===== config.mk =====
export PLATFORM = sky130hd
export DESIGN_NAME = lbp_core
export DESIGN_NICKNAME = d
export VERILOG_FILES = /design/src/rtl/lbp_pkg.sv /design/src/rtl/lbp_stack.sv /design/src/rtl/lbp_bitmem.sv /design/src/rtl/lbp_core.sv
export SDC_FILE = /design/constraint.sdc
export NUM_CORES = 1
export LEC_CHECK = 0
export BUFFER_PORTS_ARGS = -buffer_cell sky130_fd_sc_hd__buf_2
export CAP_MARGIN = 20
export CORE_MARGIN = 5
export CORE_UTILIZATION = 50
export DETAILED_ROUTE_END_ITERATION = 16
export HOLD_SLACK_MARGIN = 0.12
export PLACE_DENSITY_LB_ADDON = 0.05
export SYNTH_ARGS = -nofsm -noshare
export SYNTH_HDL_FRONTEND = slang
export SYNTH_SLANG_ARGS = --single-unit

===== constraint.sdc =====
create_clock -name clk -period 5.9 [get_ports clk]
set_input_delay 1.18 -clock clk [delete_from_list [all_inputs] [get_ports clk]]
set_output_delay 1.18 -clock clk [all_outputs]
set_load 0.01 [all_outputs]

===== src/rtl/lbp_pkg.sv =====
// Shared encodings for the ladder boolean processor.
// Assumes opcode values above OP_END are never issued.
package lbp_pkg;
    typedef enum logic [4:0] {
        OP_NOP  = 5'd0,  OP_LD   = 5'd1,  OP_LDI  = 5'd2,  OP_AND  = 5'd3,
        OP_ANI  = 5'd4,  OP_OR   = 5'd5,  OP_ORI  = 5'd6,  OP_LDP  = 5'd7,
        OP_LDF  = 5'd8,  OP_ANDP = 5'd9,  OP_ANDF = 5'd10, OP_ORP  = 5'd11,
        OP_ORF  = 5'd12, OP_ANB  = 5'd13, OP_ORB  = 5'd14, OP_MPS  = 5'd15,
        OP_MRD  = 5'd16, OP_MPP  = 5'd17, OP_OUT  = 5'd18, OP_INV  = 5'd19,
        OP_END  = 5'd20
    } lbp_op_e;

    typedef enum logic [1:0] {
        DEV_IN   = 2'd0,
        DEV_OUT  = 2'd1,
        DEV_INT  = 2'd2,
        DEV_STEP = 2'd3
    } lbp_dev_e;
endpackage


===== src/rtl/lbp_stack.sv =====
// Single-bit LIFO with occupancy count.
// Pushes when full and pops when empty are dropped; the caller flags them.
module lbp_stack #(
    parameter int DEPTH = 8
) (
    input  logic clk,
    input  logic rst_n,
    input  logic clr_i,
    input  logic push_i,
    input  logic pop_i,
    input  logic din_i,
    output logic top_o,
    output logic empty_o,
    output logic full_o
);
    localparam int CNT_W = $clog2(DEPTH + 1);
    localparam int PTR_W = (DEPTH > 1) ? $clog2(DEPTH) : 1;

    logic [DEPTH-1:0] mem_q;
    logic [CNT_W-1:0] cnt_q;
    logic [PTR_W-1:0] wr_ptr;
    logic [PTR_W-1:0] top_ptr;

    assign empty_o = (cnt_q == '0);
    assign full_o  = (cnt_q == CNT_W'(DEPTH));
    assign wr_ptr  = PTR_W'(cnt_q);
    assign top_ptr = PTR_W'(cnt_q - 1'b1);
    assign top_o   = empty_o ? 1'b0 : mem_q[top_ptr];

    // Occupancy tracking: clear wins, then push, then pop.
    always_ff @(posedge clk) begin
        if (!rst_n) begin
            cnt_q <= '0;
        end else if (clr_i) begin
            cnt_q <= '0;
        end else if (push_i && !full_o) begin
            cnt_q <= cnt_q + 1'b1;
        end else if (pop_i && !empty_o) begin
            cnt_q <= cnt_q - 1'b1;
        end
    end

    // Entry storage: written only on an accepted push.
    always_ff @(posedge clk) begin
        if (!rst_n) begin
            mem_q <= '0;
        end else if (!clr_i && push_i && !full_o) begin
            mem_q[wr_ptr] <= din_i;
        end
    end
endmodule


===== src/rtl/lbp_bitmem.sv =====
// Device bit memory: inputs come from pins, the other three banks are registers.
// Keeps a previous-scan image of all four banks for edge detection.
// Assumes one read and at most one write per cycle.
module lbp_bitmem
    import lbp_pkg::*;
#(
    parameter int NBITS = 8,
    localparam int IDX_W = (NBITS > 1) ? $clog2(NBITS) : 1
) (
    input  logic             clk,
    input  logic             rst_n,
    input  logic [NBITS-1:0] x_i,
    input  lbp_dev_e         rd_dev_i,
    input  logic [IDX_W-1:0] rd_idx_i,
    input  logic             wr_en_i,
    input  lbp_dev_e         wr_dev_i,
    input  logic [IDX_W-1:0] wr_idx_i,
    input  logic             wr_val_i,
    input  logic             snap_i,
    output logic             cur_o,
    output logic             prev_o,
    output logic [NBITS-1:0] y_o,
    output logic [NBITS-1:0] m_o,
    output logic [NBITS-1:0] s_o
);
    localparam int NBANK = 4;

    logic [NBITS-1:0] bank_q [1:NBANK-1];
    logic [NBITS-1:0] img    [NBANK];
    logic [NBITS-1:0] prev_q [NBANK];

    // One register bank per writable device type.
    for (genvar g = 1; g < NBANK; g++) begin : g_bank
        always_ff @(posedge clk) begin
            if (!rst_n) begin
                bank_q[g] <= '0;
            end else if (wr_en_i && (wr_dev_i == lbp_dev_e'(g))) begin
                bank_q[g][wr_idx_i] <= wr_val_i;
            end
        end
    end

    // Assemble the live image of all banks.
    always_comb begin
        img[0] = x_i;
        for (int b = 1; b < NBANK; b++) img[b] = bank_q[b];
    end

    // Previous-scan image, captured at the end of each scan.
    always_ff @(posedge clk) begin
        if (!rst_n) begin
            for (int b = 0; b < NBANK; b++) prev_q[b] <= '0;
        end else if (snap_i) begin
            for (int b = 0; b < NBANK; b++) prev_q[b] <= img[b];
        end
    end

    assign cur_o  = img[rd_dev_i][rd_idx_i];
    assign prev_o = prev_q[rd_dev_i][rd_idx_i];
    assign y_o    = bank_q[1];
    assign m_o    = bank_q[2];
    assign s_o    = bank_q[3];
endmodule


===== src/rtl/lbp_core.sv =====
// Ladder instruction-list boolean processor, top level.
// Accepts one instruction per cycle (always ready) and updates the accumulator,
// both stacks, the device memory and the error flags on the same clock edge.
// Assumes the opcode field holds a defined code.
module lbp_core
    import lbp_pkg::*;
#(
    parameter int NBITS     = 8,
    parameter int BR_DEPTH  = 8,
    parameter int BLK_DEPTH = 16,
    parameter int ANB_MAX   = 8,
    localparam int IDX_W = (NBITS > 1) ? $clog2(NBITS) : 1
) (
    input  logic             clk,
    input  logic             rst_n,
    input  logic             in_valid_i,
    output logic             in_ready_o,
    input  logic [4:0]       in_op_i,
    input  logic [1:0]       in_dev_i,
    input  logic [IDX_W-1:0] in_idx_i,
    input  logic [NBITS-1:0] x_i,
    output logic [NBITS-1:0] y_o,
    output logic [NBITS-1:0] m_o,
    output logic [NBITS-1:0] s_o,
    output logic             acc_o,
    output logic             done_o,
    output logic             ovf_o,
    output logic             unf_o
);
    localparam int ANB_W = $clog2(ANB_MAX + 2);

    lbp_op_e    op;
    lbp_dev_e   dev;
    logic       accept;
    logic       acc_q, acc_d;
    logic       prog_q, prog_d;
    logic       scan_new_q;
    logic [ANB_W-1:0] anb_q, anb_d;
    logic       ovf_q, unf_q, done_q;
    logic       ovf_set, unf_set;
    logic       cur_bit, prev_bit, rise, fall, opnd;
    logic       blk_push, blk_pop, blk_top, blk_empty, blk_full;
    logic       br_push, br_pop, br_top, br_empty, br_full;
    logic       wr_en, snap, stk_clr;

    assign op         = lbp_op_e'(in_op_i);
    assign dev        = lbp_dev_e'(in_dev_i);
    assign in_ready_o = 1'b1;
    assign accept     = in_valid_i;

    lbp_bitmem #(.NBITS(NBITS)) mem_i (
        .clk(clk), .rst_n(rst_n), .x_i(x_i),
        .rd_dev_i(dev), .rd_idx_i(in_idx_i),
        .wr_en_i(wr_en), .wr_dev_i(dev), .wr_idx_i(in_idx_i), .wr_val_i(acc_q),
        .snap_i(snap), .cur_o(cur_bit), .prev_o(prev_bit),
        .y_o(y_o), .m_o(m_o), .s_o(s_o)
    );

    lbp_stack #(.DEPTH(BLK_DEPTH)) blk_i (
        .clk(clk), .rst_n(rst_n), .clr_i(stk_clr), .push_i(blk_push),
        .pop_i(blk_pop), .din_i(acc_q), .top_o(blk_top),
        .empty_o(blk_empty), .full_o(blk_full)
    );

    lbp_stack #(.DEPTH(BR_DEPTH)) br_i (
        .clk(clk), .rst_n(rst_n), .clr_i(stk_clr), .push_i(br_push),
        .pop_i(br_pop), .din_i(acc_q), .top_o(br_top),
        .empty_o(br_empty), .full_o(br_full)
    );

    assign rise = cur_bit & ~prev_bit;
    assign fall = ~cur_bit & prev_bit;

    // Operand value selected by the contact flavour.
    always_comb begin
        unique case (op)
            OP_LDI, OP_ANI, OP_ORI:    opnd = ~cur_bit;
            OP_LDP, OP_ANDP, OP_ORP:   opnd = rise;
            OP_LDF, OP_ANDF, OP_ORF:   opnd = fall;
            default:                   opnd = cur_bit;
        endcase
    end

    // Instruction decode: next accumulator, stack controls and error events.
    always_comb begin
        acc_d    = acc_q;
        prog_d   = prog_q;
        anb_d    = anb_q;
        blk_push = 1'b0;
        blk_pop  = 1'b0;
        br_push  = 1'b0;
        br_pop   = 1'b0;
        wr_en    = 1'b0;
        snap     = 1'b0;
        stk_clr  = 1'b0;
        ovf_set  = 1'b0;
        unf_set  = 1'b0;
        if (accept) begin
            anb_d = '0;
            unique case (op)
                OP_LD, OP_LDI, OP_LDP, OP_LDF: begin
                    acc_d  = opnd;
                    prog_d = 1'b1;
                    if (prog_q) begin
                        blk_push = 1'b1;
                        ovf_set  = blk_full;
                    end
                end
                OP_AND, OP_ANI, OP_ANDP, OP_ANDF: begin
                    acc_d  = acc_q & opnd;
                    prog_d = 1'b1;
                end
                OP_OR, OP_ORI, OP_ORP, OP_ORF: begin
                    acc_d  = acc_q | opnd;
                    prog_d = 1'b1;
                end
                OP_ANB, OP_ORB: begin
                    if (blk_empty) begin
                        unf_set = 1'b1;
                    end else begin
                        blk_pop = 1'b1;
                        acc_d   = (op == OP_ANB) ? (acc_q & blk_top) : (acc_q | blk_top);
                    end
                    if (op == OP_ANB) begin
                        anb_d   = (anb_q > ANB_W'(ANB_MAX)) ? anb_q : anb_q + 1'b1;
                        if (anb_q >= ANB_W'(ANB_MAX)) ovf_set = 1'b1;
                    end
                end
                OP_MPS: begin
                    br_push = 1'b1;
                    ovf_set = br_full;
                end
                OP_MRD, OP_MPP: begin
                    if (br_empty) begin
                        unf_set = 1'b1;
                    end else begin
                        acc_d  = br_top;
                        br_pop = (op == OP_MPP);
                        prog_d = 1'b1;
                    end
                end
                OP_OUT: begin
                    wr_en  = (dev != DEV_IN);
                    prog_d = 1'b0;
                end
                OP_INV:  acc_d = ~acc_q;
                OP_END: begin
                    snap    = 1'b1;
                    stk_clr = 1'b1;
                    prog_d  = 1'b0;
                end
                default: ;
            endcase
        end
    end

    // Architectural state and flags.
    always_ff @(posedge clk) begin
        if (!rst_n) begin
            acc_q      <= 1'b0;
            prog_q     <= 1'b0;
            anb_q      <= '0;
            scan_new_q <= 1'b1;
            done_q     <= 1'b0;
            ovf_q      <= 1'b0;
            unf_q      <= 1'b0;
        end else begin
            acc_q  <= acc_d;
            prog_q <= prog_d;
            anb_q  <= anb_d;
            done_q <= accept && (op == OP_END);
            if (accept) scan_new_q <= (op == OP_END);
            ovf_q  <= ovf_set | (ovf_q & ~(accept & scan_new_q));
            unf_q  <= unf_set | (unf_q & ~(accept & scan_new_q));
        end
    end

    assign acc_o  = acc_q;
    assign done_o = done_q;
    assign ovf_o  = ovf_q;
    assign unf_o  = unf_q;
endmodule


==> run metrics, run 1 <==
status=completed; RSZ-0062 raised after global routing=false; Max Clock Freq=301 MHz; GRT Total Usage=19.4%; worst skew pair latency=0.37 ns; DRC viols=0; CTS tree=yes; dominant cells by area after synthesis=edfxtp_1, dfxtp_1, mux2i_1; Setup violations, final=0; crit share post-route=56.2%; CTS resizes=0; worst-path maximum fanout=37; root buf cell=clkbuf_8; DP Wirelength=8620 microns; top cell type's share of synthesized area=30.5%; Final Max Slew Viols=0; setup_tns=0 ns; grt ovf=0; Seq/Total Area, Yosys=46.1%; filler instances=1020; Syn Area/Cell=9.88 sq um; Required @ worst endpoint=6.19 ns; synthesized area=5510 sq um; count leader, synth=mux2i_1; pre-CTS setup slack=2.22 ns; Async S/R FF share, synth=0%; Antenna Nets Post-Route=0; Critical Path End Type=flop; post-synthesis register bit count=99; Synth warnings=0; area leader, netlist=edfxtp_1; multi-input combinational cell area=2730 sq um; num ports=50; Worst Path Arrival=3.61 ns; Die W=115 microns; Sequential Area=2540 sq um; Hold Violations, Final=0; Post-Synthesis Cells=558; Layout Skew=0.0133 ns; share of layout cells above drive strength 1=12.7%; critical path type=in2reg; number of global-route vias before repair=3975; diode count=0; Final WS setup=2.58 ns; Placer Congestion=0.802; CTS Sinks=99; CTS Buf Count=9; row count=38; max-cap viol count=0; DRT Pass-1 Iters=4; Clock Pin Slew Worst Setup and Hold Paths=0.10 ns; Post-synth EDFFs=56; Clock Tree Buf Depth=2; H-tree depth=3; core region area=10800 sq um; DR WL/cell=17.3 microns; Final #Nets=607; Setup crit start kind=primary input; Most used DFF post-synth=edfxtp_1; top cells by count, synth=mux2i_1, edfxtp_1, nor2_1, dfxtp_1, o21ai_0; port buffer count=48; Min Clock Period, post-route=3.32 ns; slew margin rel.=31.0%; Die Y=115 microns; syn nets=588; largest net degree at the start of global routing=60; number of antenna violations at the first check in global routing=0; post-synthesis cell type count=54; Peak VDD IR=0.135 mV; via count=4180; Static Leakage=2.31 nW; total power=1.32 mW; hold-fix buffer count after cts=0; die area=13200 sq um; vias per inst=5.79; area delta synth->final=7.60%; Post-Route WL=12500 microns; initial drt markers=311; Worst-Margin Slew=1.03 ns; Initial Util=50.9%; Min-Delay Path Class=reg2reg; pwr dens=223 nW/um^2; final core utilization=54.7%; setup bufs post-CTS=0; first-pass GRT wire length=20200 microns
[critical path, cell delays in order]
cell	delay, ns
buf_2	0.77
mux2i_1	0.29
o22ai_1	0.11
nor3_1	0.31
o22ai_1	0.21
a221o_1	0.36
and4_1	0.18
o22ai_1	0.18
[path summary, 6_finish.rpt]
| path | cells after the start | slack [ns] | start | end |
|---|---|---|---|---|
| setup / recovery | 8 | 2.58 | in_dev_i[1] | acc_o |
| hold / removal | 1 | 0.49 | scan_new_q | scan_new_q |
| setup reg to reg | 7 | 2.93 | blk_i.cnt_q[0] | acc_o |
| hold reg to reg | 1 | 0.49 | scan_new_q | scan_new_q |
[registers in the layout, summed over array words and instances (netlist names)]
name and flops:
mem_i.prev_q 32, unf_o 1, mem_i.bank_q 24, blk_i.cnt_q 5, done_o 1, scan_new_q 1
br_i.cnt_q 4, anb_q 4, ovf_o 1, br_i.mem_q 8, acc_o 1, prog_q 1
blk_i.mem_q 16
[per-stage QoR]
stage          hold slack [ns]  instances  instance area, sq um
5_1_grt                  0.514        722                  5930
3_3_place_gp             0.475        706                  5750
4_1_cts                  0.488        722                  5930
3_5_place_dp             0.458        706                  5750
6_report                 0.493        722                  5930
2_1_floorplan            0.426        558                  5510
[placed cells by master (no fill, tap or decap), types with 9 or more instances in the layout]
master     n
mux2i_1   58
nor2_1    56
edfxtp_1  56
buf_2     48
dfxtp_1   43
o21ai_0   40
and2_1    32
nor2b_1   31
nand2_1   29
nand3_1   20
o22ai_1   15
inv_1     12
nand4_1   12
a21oi_1   12
xnor2_1   10
ha_1       9
clkbuf_8   9
[logic make-up (layout without fill, tap and decap cells)]
family                     after synthesis  after routing  synth area share [%]
and+or+nand+nor                        223            223                  21.6
adders and majority gates                9              9                  2.04
AOI/OAI and AO/OA                       94             94                  10.3
DFF                                     99             99                  46.1
xor gates and xnor gates                12             12                  1.91
buffers and inverters                   54             78                  4.40
muxes                                   66             66                  13.6
other                                    1              1                0.0680
[per-layer routing]
metal	track usage, %	routed length [microns]	vias up	share of wire (%)
met2	32.6	6160	100	49
li1	-	-	2041	-
met5	0	0	-	0
met3	3.26	595	18	4.8
met1	25.3	5500	2021	44
met4	7.04	247	0	2.0
[layout make-up]
| class | instances | area share, % |
|---|---|---|
| Timing Repair Buffer | 50 | 4.30 |
| Multi-Input combinational cell | 405 | 46.0 |
| Tap cell | 140 | 2.95 |
| Sequential cell | 99 | 42.9 |
| Clock buffer | 12 | 2.28 |
| Clock inverter | 4 | 0.865 |
| Inverter | 12 | 0.759 |
[report_power, final]
| group | internal [mW] | switching (mW) | leakage, nW | total [mW] |
|---|---|---|---|---|
| Clock | 0.198 | 0.242 | 0.0910 | 0.440 |
| Sequential | 0.744 | 0.00989 | 0.920 | 0.754 |
| Combinational | 0.0460 | 0.0808 | 1.30 | 0.127 |
| Total | 0.988 | 0.332 | 2.31 | 1.32 |
(Power assumes the default switching activity.)
==> inputs of run 2 (changes only) <==
--- a/config.mk
+++ b/config.mk
@@ -5,6 +5,7 @@
 export SDC_FILE = /design/constraint.sdc
 export NUM_CORES = 1
 export LEC_CHECK = 0
+export ABC_AREA = 1
 export BUFFER_PORTS_ARGS = -buffer_cell sky130_fd_sc_hd__buf_2
 export CAP_MARGIN = 20
 export CORE_MARGIN = 5
==> constraint.sdc (replaced) <==
create_clock -name clk -period 2.9 [get_ports clk]
set_input_delay 0.58 -clock clk [delete_from_list [all_inputs] [get_ports clk]]
set_output_delay 0.58 -clock clk [all_outputs]
set_load 0.01 [all_outputs]
==> run 2 against run 1 <==
Non-clock buffer count up 14. Design area up 6.4%. First-iteration DRC count increased by 17%. Synthesized cell count up 38%. Total power up 130%. Largest power group unchanged. Flip-flop and latch count unchanged. Worst hold slack got worse by 0.040 ns.
==> run metrics, run 2 <==
status=completed; count leader, synth=nand2_1; Static Leakage=2.78 nW (+21%); dominant cells by area after synthesis=edfxtp_1, dfxtp_1, nand2_1; Required @ worst endpoint=3.15 ns (-3.04 ns); hold-fix buffer count after cts=0 (unchanged); final core utilization=57.7% (+3.0 points); post-synthesis cell type count=38 (-30%); RSZ-0062 raised after global routing=false; most frequent CP cell=nand2_1; filler instances=1063 (+4.2%); Adder-Cell Fraction of Synth Area=1.99% (-0.050 points); first-pass GRT wire length=24500 microns (+21%); DR WL/cell=15.1 microns (-13%); Hold Violations, Final=0 (unchanged); Final Max Slew Viols=0 (unchanged); H-tree depth=3 (unchanged); Placer Congestion=0.921 (+15%); CTS Buf Count=9 (unchanged); top cell type's share of synthesized area=29.8% (-0.75 points); CTS tree=yes; row count=38 (unchanged); synthesized-area fraction occupied by and/or/nand/nor cells=32.0% (+10 points); initial drt markers=364 (+17%); crit path cell chain=buf_2 > inv_2 > nor2_1 > nand2_1 > nand3_1 > nand2_1 > nand2_1 > nor2_1 > nand2_1 > nand2_1 > nand2_1 > nand2_1 > nand2_1 > nand3_1 > nand2_1 > inv_1; Clock Pin Slew Worst Setup and Hold Paths=0.06 ns (-0.04 ns); Setup crit start kind=primary input; multi-input combinational cell area=2600 sq um (-4.7%); die area=13500 sq um (+2.3%); commonest non-fill, non-tap cell in the layout=nand2_1; max-cap viol count=0 (unchanged); Post-Synthesis Cells=772 (+38%); CTS resizes=0 (unchanged); Setup violations, final=0 (unchanged); Layout Skew=0.00774 ns (-0.00557 ns); Most flops, register=mem_i.prev_q; syn nets=802 (+36%); placed cells=946 (+34%); GRT Total Usage=22.9% (+3.5 points); Non-Filler Instances=962 (+33%); DRT Pass-1 Iters=4 (unchanged); via count=5175 (+24%); Final #Nets=847 (+40%); Synth warnings=0 (unchanged); grt ovf=0 (unchanged); core region area=10900 sq um (+0.88%); Critical Path End Type=flop; Antenna Nets Post-Route=0 (unchanged); XOR/XNOR Fraction of Synth Area=0.775% (-1.1 points); diode count=0 (unchanged); CTS Sinks=99 (unchanged); crit share post-route=78.9%; Async S/R FF share, synth=0% (unchanged); largest net degree at the start of global routing=41 (-32%); number of global-route vias before repair=5047 (+27%); critical path type=in2reg; most frequent cells in the layout=nand2_1, nor2_1, inv_1, edfxtp_1; mux share of post-synthesis cell area=0% (-14 points); delay-heaviest family, CP=simple AND/OR/NAND/NOR gates; Worst-Margin Slew=1.08 ns (+0.0478 ns); Seq/Total Area, Yosys=45.0% (-1.1 points); worst-path maximum fanout=18 (-51%); Min Clock Period, post-route=2.29 ns; Clock Tree Buf Depth=2 (unchanged); share of layout cells above drive strength 1=13.1% (+0.42 points); port buffer count=48 (unchanged); Synth Area in Compound Gates=11.1% (+0.88 points); Sequential Area=2540 sq um (unchanged); area leader, netlist=edfxtp_1; num ports=50 (unchanged); post-synthesis register bit count=99 (unchanged); Post-synth EDFFs=56 (unchanged); Initial Util=51.7% (+0.83 points); top cells by count, synth=nand2_1, nor2_1, inv_1, edfxtp_1, a21oi_1; Worst path max stage delay=0.54 ns (-0.23 ns); Peak VDD IR=0.285 mV (+110%); number of antenna violations at the first check in global routing=0 (unchanged); synthesized area=5650 sq um (+2.5%); Max Clock Freq=437 MHz; root buf cell=clkbuf_16; Syn Area/Cell=7.32 sq um (-26%); slowest CP cell=nor2_1; setup bufs post-CTS=0 (unchanged); area delta synth->final=11.7%; DP Wirelength=10500 microns (+22%); Largest register FFs=32 (unchanged); Die W=116 microns (+1.1%); Post-Route WL=14600 microns (+17%); pwr dens=482 nW/um^2 (+120%); DRC viols=0 (unchanged); largest family of logic cells by synthesized area=simple AND/OR/NAND/NOR gates; CP Buf/Inv Count=3 (+2); Min-Delay Path Class=reg2reg; vias per inst=5.38 (-7.1%); Most used DFF post-synth=edfxtp_1; setup_tns=0 ns (unchanged); Die Y=116 microns (+1.1%); slew margin rel.=27.8% (-3.3 points); worst skew pair latency=0.35 ns (-0.02 ns); Worst Path Arrival=2.54 ns (-1.07 ns); Largest regs=mem_i.prev_q (32), mem_i.bank_q (24), blk_i.mem_q (16)
-- run 2: cell count changes after synthesis, moves of 12 or more --
cell,previous run,this run
inv_1,12,85
mux2i_1,58,0
and2_1,32,0
nor2_1,56,96
nor3_1,7,19
nand2_1,29,227
nand3_1,20,45
clkbuf_1,24,12
a21oi_1,12,48
o22ai_1,15,1
nor2b_1,31,0
-- run 2: cells by family after synthesis --
logic type               after synthesis
AND/OR/NAND/NOR                      419
buffers and inverters                125
AO/OA/AOI/OAI                        114
flip-flops                            99
adder cells (fa/ha/maj)                9
XOR/XNOR                               5
other                                  1
-- run 2: final cells by class --
cell class	count	area share, %
Sequential cell	99	40.3
Tap cell	140	2.77
Multi-Input combinational cell	548	41.2
Timing Repair Buffer	64	5.71
Clock inverter	3	0.634
Clock buffer	13	3.80
Inverter	95	5.65
-- run 2: report_power, final --
group          switching [mW]  internal [mW]
clock                   0.514          0.668
sequential             0.0207           1.52
combinational           0.229         0.0961
total                   0.764           2.28
-- run 2: tightest hold or removal path, stage by stage (launching register included) --
cell and delay [ns]:
dfxtp_1 0.30, inv_1 0.06, a21oi_1 0.05
-- run 2: through the flow --
stage | setup slack (ns) | area [sq um] | power (mW) | hold WS (ns)
6_report | 0.611 | 6310 | 3.04 | 0.453
5_1_grt | 0.434 | 6310 | 3.18 | 0.480
4_1_cts | 0.627 | 6310 | 3.06 | 0.456
3_5_place_dp | 0.261 | 6030 | 1.89 | 0.445
3_3_place_gp | 0.296 | 6030 | 1.89 | 0.441
2_1_floorplan | 0.592 | 5650 | 1.78 | 0.424
-- run 2: final timing paths --
| kind | startpoint | endpoint | slack, ns | cells after the start |
|---|---|---|---|---|
| worst max-delay path | in_dev_i[1] | acc_o | 0.61 | 16 |
| worst min-delay path | blk_i.mem_q[8] | blk_i.mem_q[8] | 0.45 | 2 |
| worst max register to register | br_i.cnt_q[0] | br_i.cnt_q[2] | 0.89 | 9 |
| worst min register to register | blk_i.mem_q[8] | blk_i.mem_q[8] | 0.45 | 2 |
-- run 2: metal layers --
metal	vias to the layer above	global-route usage [%]	share of wire (%)
li1	2599	-	-
met1	2407	29.8	44
met2	146	39.1	49
met3	23	2.85	5.4
met4	0	8.97	1.9
met5	-	0	0
==> inputs of run 3 (changes only) <==
==> constraint.sdc (replaced) <==
create_clock -name clk -period 2 [get_ports clk]
set_input_delay 0.4 -clock clk [delete_from_list [all_inputs] [get_ports clk]]
set_output_delay 0.4 -clock clk [all_outputs]
set_load 0.01 [all_outputs]
==> run 3 against run 2 <==
Worst hold slack got worse by 0.10 ns. Critical path depth decreased by 2. Setup slack got worse by 0.44 ns. Design area increased by 4.3%. Register-to-register slack got worse by 0.72 ns. Routed wire length increased by 0.56%. Sequential power increased by 45%. First-iteration DRC count increased by 8.2%. Die area unchanged. Cell count increased by 3.0%. Utilization increased by 2.5 points. Sequential share of layout area decreased by 1.6 points. Critical path type is now reg2reg.
==> run metrics, run 3 (synthesis results as in run 2) <==
status=completed; Initial Util=51.7% (unchanged); DP Wirelength=10800 microns (+2.5%); Min Clock Period, post-route=1.83 ns; power share of the clock group=38.1% (-0.7 points); Sw Pwr=1.13 mW (+49%); worst-path maximum fanout=4 (-14); max-cap viol count=0 (unchanged); Clock Pin Slew Worst Setup and Hold Paths=0.07 ns (about the same); vias per inst=5.28 (-1.8%); Seq pwr share=50.6% (about the same); Peak VDD IR=0.659 mV (+130%); final core utilization=60.2% (+2.5 points); grt ovf=0 (unchanged); most frequent cells in the layout=nand2_1, nor2_1, inv_1, edfxtp_1; first-pass GRT wire length=23800 microns (-2.8%); largest net degree at the start of global routing=33 (-20%); setup_tns=0 ns (unchanged); via count=5237 (+1.2%); CTS Sinks=99 (unchanged); pwr dens=669 nW/um^2 (+39%); number of global-route vias before repair=4994 (-1.1%); Worst Path Arrival=2.08 ns (-0.46 ns); GRT Total Usage=22.7% (-0.26 points); Clock Tree Buf Depth=2 (unchanged); Setup crit start kind=flop; row count=38 (unchanged); root buf cell=clkbuf_16; H-tree depth=3 (unchanged); Max Clock Freq=548 MHz; pre-CTS setup slack=0.00458 ns (-0.257 ns); DRT Pass-1 Iters=5 (+1); diode count=0 (unchanged); number of antenna violations at the first check in global routing=0 (unchanged); Most flops, register=mem_i.prev_q; Die Y=116 microns (unchanged); Setup violations, final=0 (unchanged); Largest register FFs=32 (unchanged); Final #Nets=876 (+3.4%); Largest regs=mem_i.prev_q (32), mem_i.bank_q (24), blk_i.mem_q (16); Static Leakage=2.95 nW (+6.0%); Post-Route WL=14700 microns (+0.56%); critical path type=reg2reg; Min-Delay Path Class=in2reg; Final WS setup=0.174 ns (-0.437 ns); crit share post-route=91.3%; Die W=116 microns (unchanged); total power=4.41 mW (+45%); Critical Path End Type=flop; port buffer count=48 (unchanged); Hold Violations, Final=0 (unchanged); Switching Fraction=25.7% (+0.63 points); worst skew pair latency=0.35 ns (about the same); share of layout cells above drive strength 1=17.3% (+4.1 points); Antenna Nets Post-Route=0 (unchanged); Comb pwr share=11.3% (+0.6 points); Non-Filler Instances=991 (+3.0%); placed cells=975 (+3.1%); initial drt markers=394 (+8.2%); DR WL/cell=14.8 microns (-2.4%); setup bufs post-CTS=0 (unchanged); Final Max Slew Viols=0 (unchanged); P_int=3.28 mW (+44%); Required @ worst endpoint=2.26 ns (-0.89 ns); num ports=50 (unchanged); CTS tree=yes; core region area=10900 sq um (unchanged); Layout Skew=0.00650 ns (-0.00124 ns); area delta synth->final=16.6%; Placer Congestion=0.922 (+0.12%); DRC viols=0 (unchanged); die area=13500 sq um (unchanged); commonest non-fill, non-tap cell in the layout=nand2_1; CTS Buf Count=9 (unchanged)
==> run 3: repair_timing <==
action / CTS / global route
pin swaps: 0 / 0
hold buffers: 0 / 0
hold endpoints to repair: 0 / 0
gates resized for setup: 1 / 5
endpoints found under the setup margin: 1 / 3
==> run 3: area by class of cell <==
| type | instances | area, sq um |
|---|---|---|
| clock buffer | 12 | 258 |
| clock inverter | 4 | 23.8 |
| fill | 1020 | 4350 |
| inverter | 95 | 357 |
| multi-input combinational | 548 | 2610 |
| sequential | 99 | 2540 |
| tap | 140 | 175 |
| timing repair buffer | 93 | 616 |
==> run 3: path summary, 6_finish.rpt <==
kind	from	endpoint	slack, ns	depth (start not counted)
max	blk_i.cnt_q[1]	acc_o	0.17	14
max reg2reg	blk_i.cnt_q[1]	acc_o	0.17	14
min	x_i[6]	mem_i.prev_q[0][6]	0.35	3
min reg2reg	blk_i.mem_q[4]	blk_i.mem_q[4]	0.45	2
==> run 3: metal layers <==
layer	global-route usage, %	vias to the layer above	routed length (microns)
li1	-	2656	-
met1	26.7	2411	6230
met2	39.3	131	7120
met3	5.49	39	798
met4	9.90	0	509
met5	0	-	0
==> run 3: worst max-delay path: stages (launching register included) <==
cell and delay, ns:
dfxtp_2 0.35, inv_2 0.07, buf_4 0.14, ha_1 0.20, xnor2_1 0.17, inv_1 0.12, nand3_1 0.11, nand3_1 0.09
nand2_1 0.06, nand2_1 0.05, nand2_1 0.04, a21oi_1 0.14, nand3_1 0.09, nand2_1 0.07, inv_1 0.03
==> run 3: power groups by stage <==
stage	clock (mW)	sequential [mW]	combinational, mW
6_report	1.68	2.23	0.499
2_1_floorplan	0	2.28	0.301
3_5_place_dp	0	2.27	0.497
5_1_grt	1.82	2.23	0.556
3_3_place_gp	0	2.28	0.492
4_1_cts	1.72	2.23	0.499
==> run 3: metrics by stage <==
| stage | hold slack, ns | cell area (sq um) |
|---|---|---|
| finish | 0.351 | 6590 |
| detailed placement | 0.446 | 6290 |
| global route | 0.346 | 6590 |
| global placement | 0.434 | 6290 |
| CTS | 0.343 | 6580 |
| floorplan | 0.424 | 5650 |
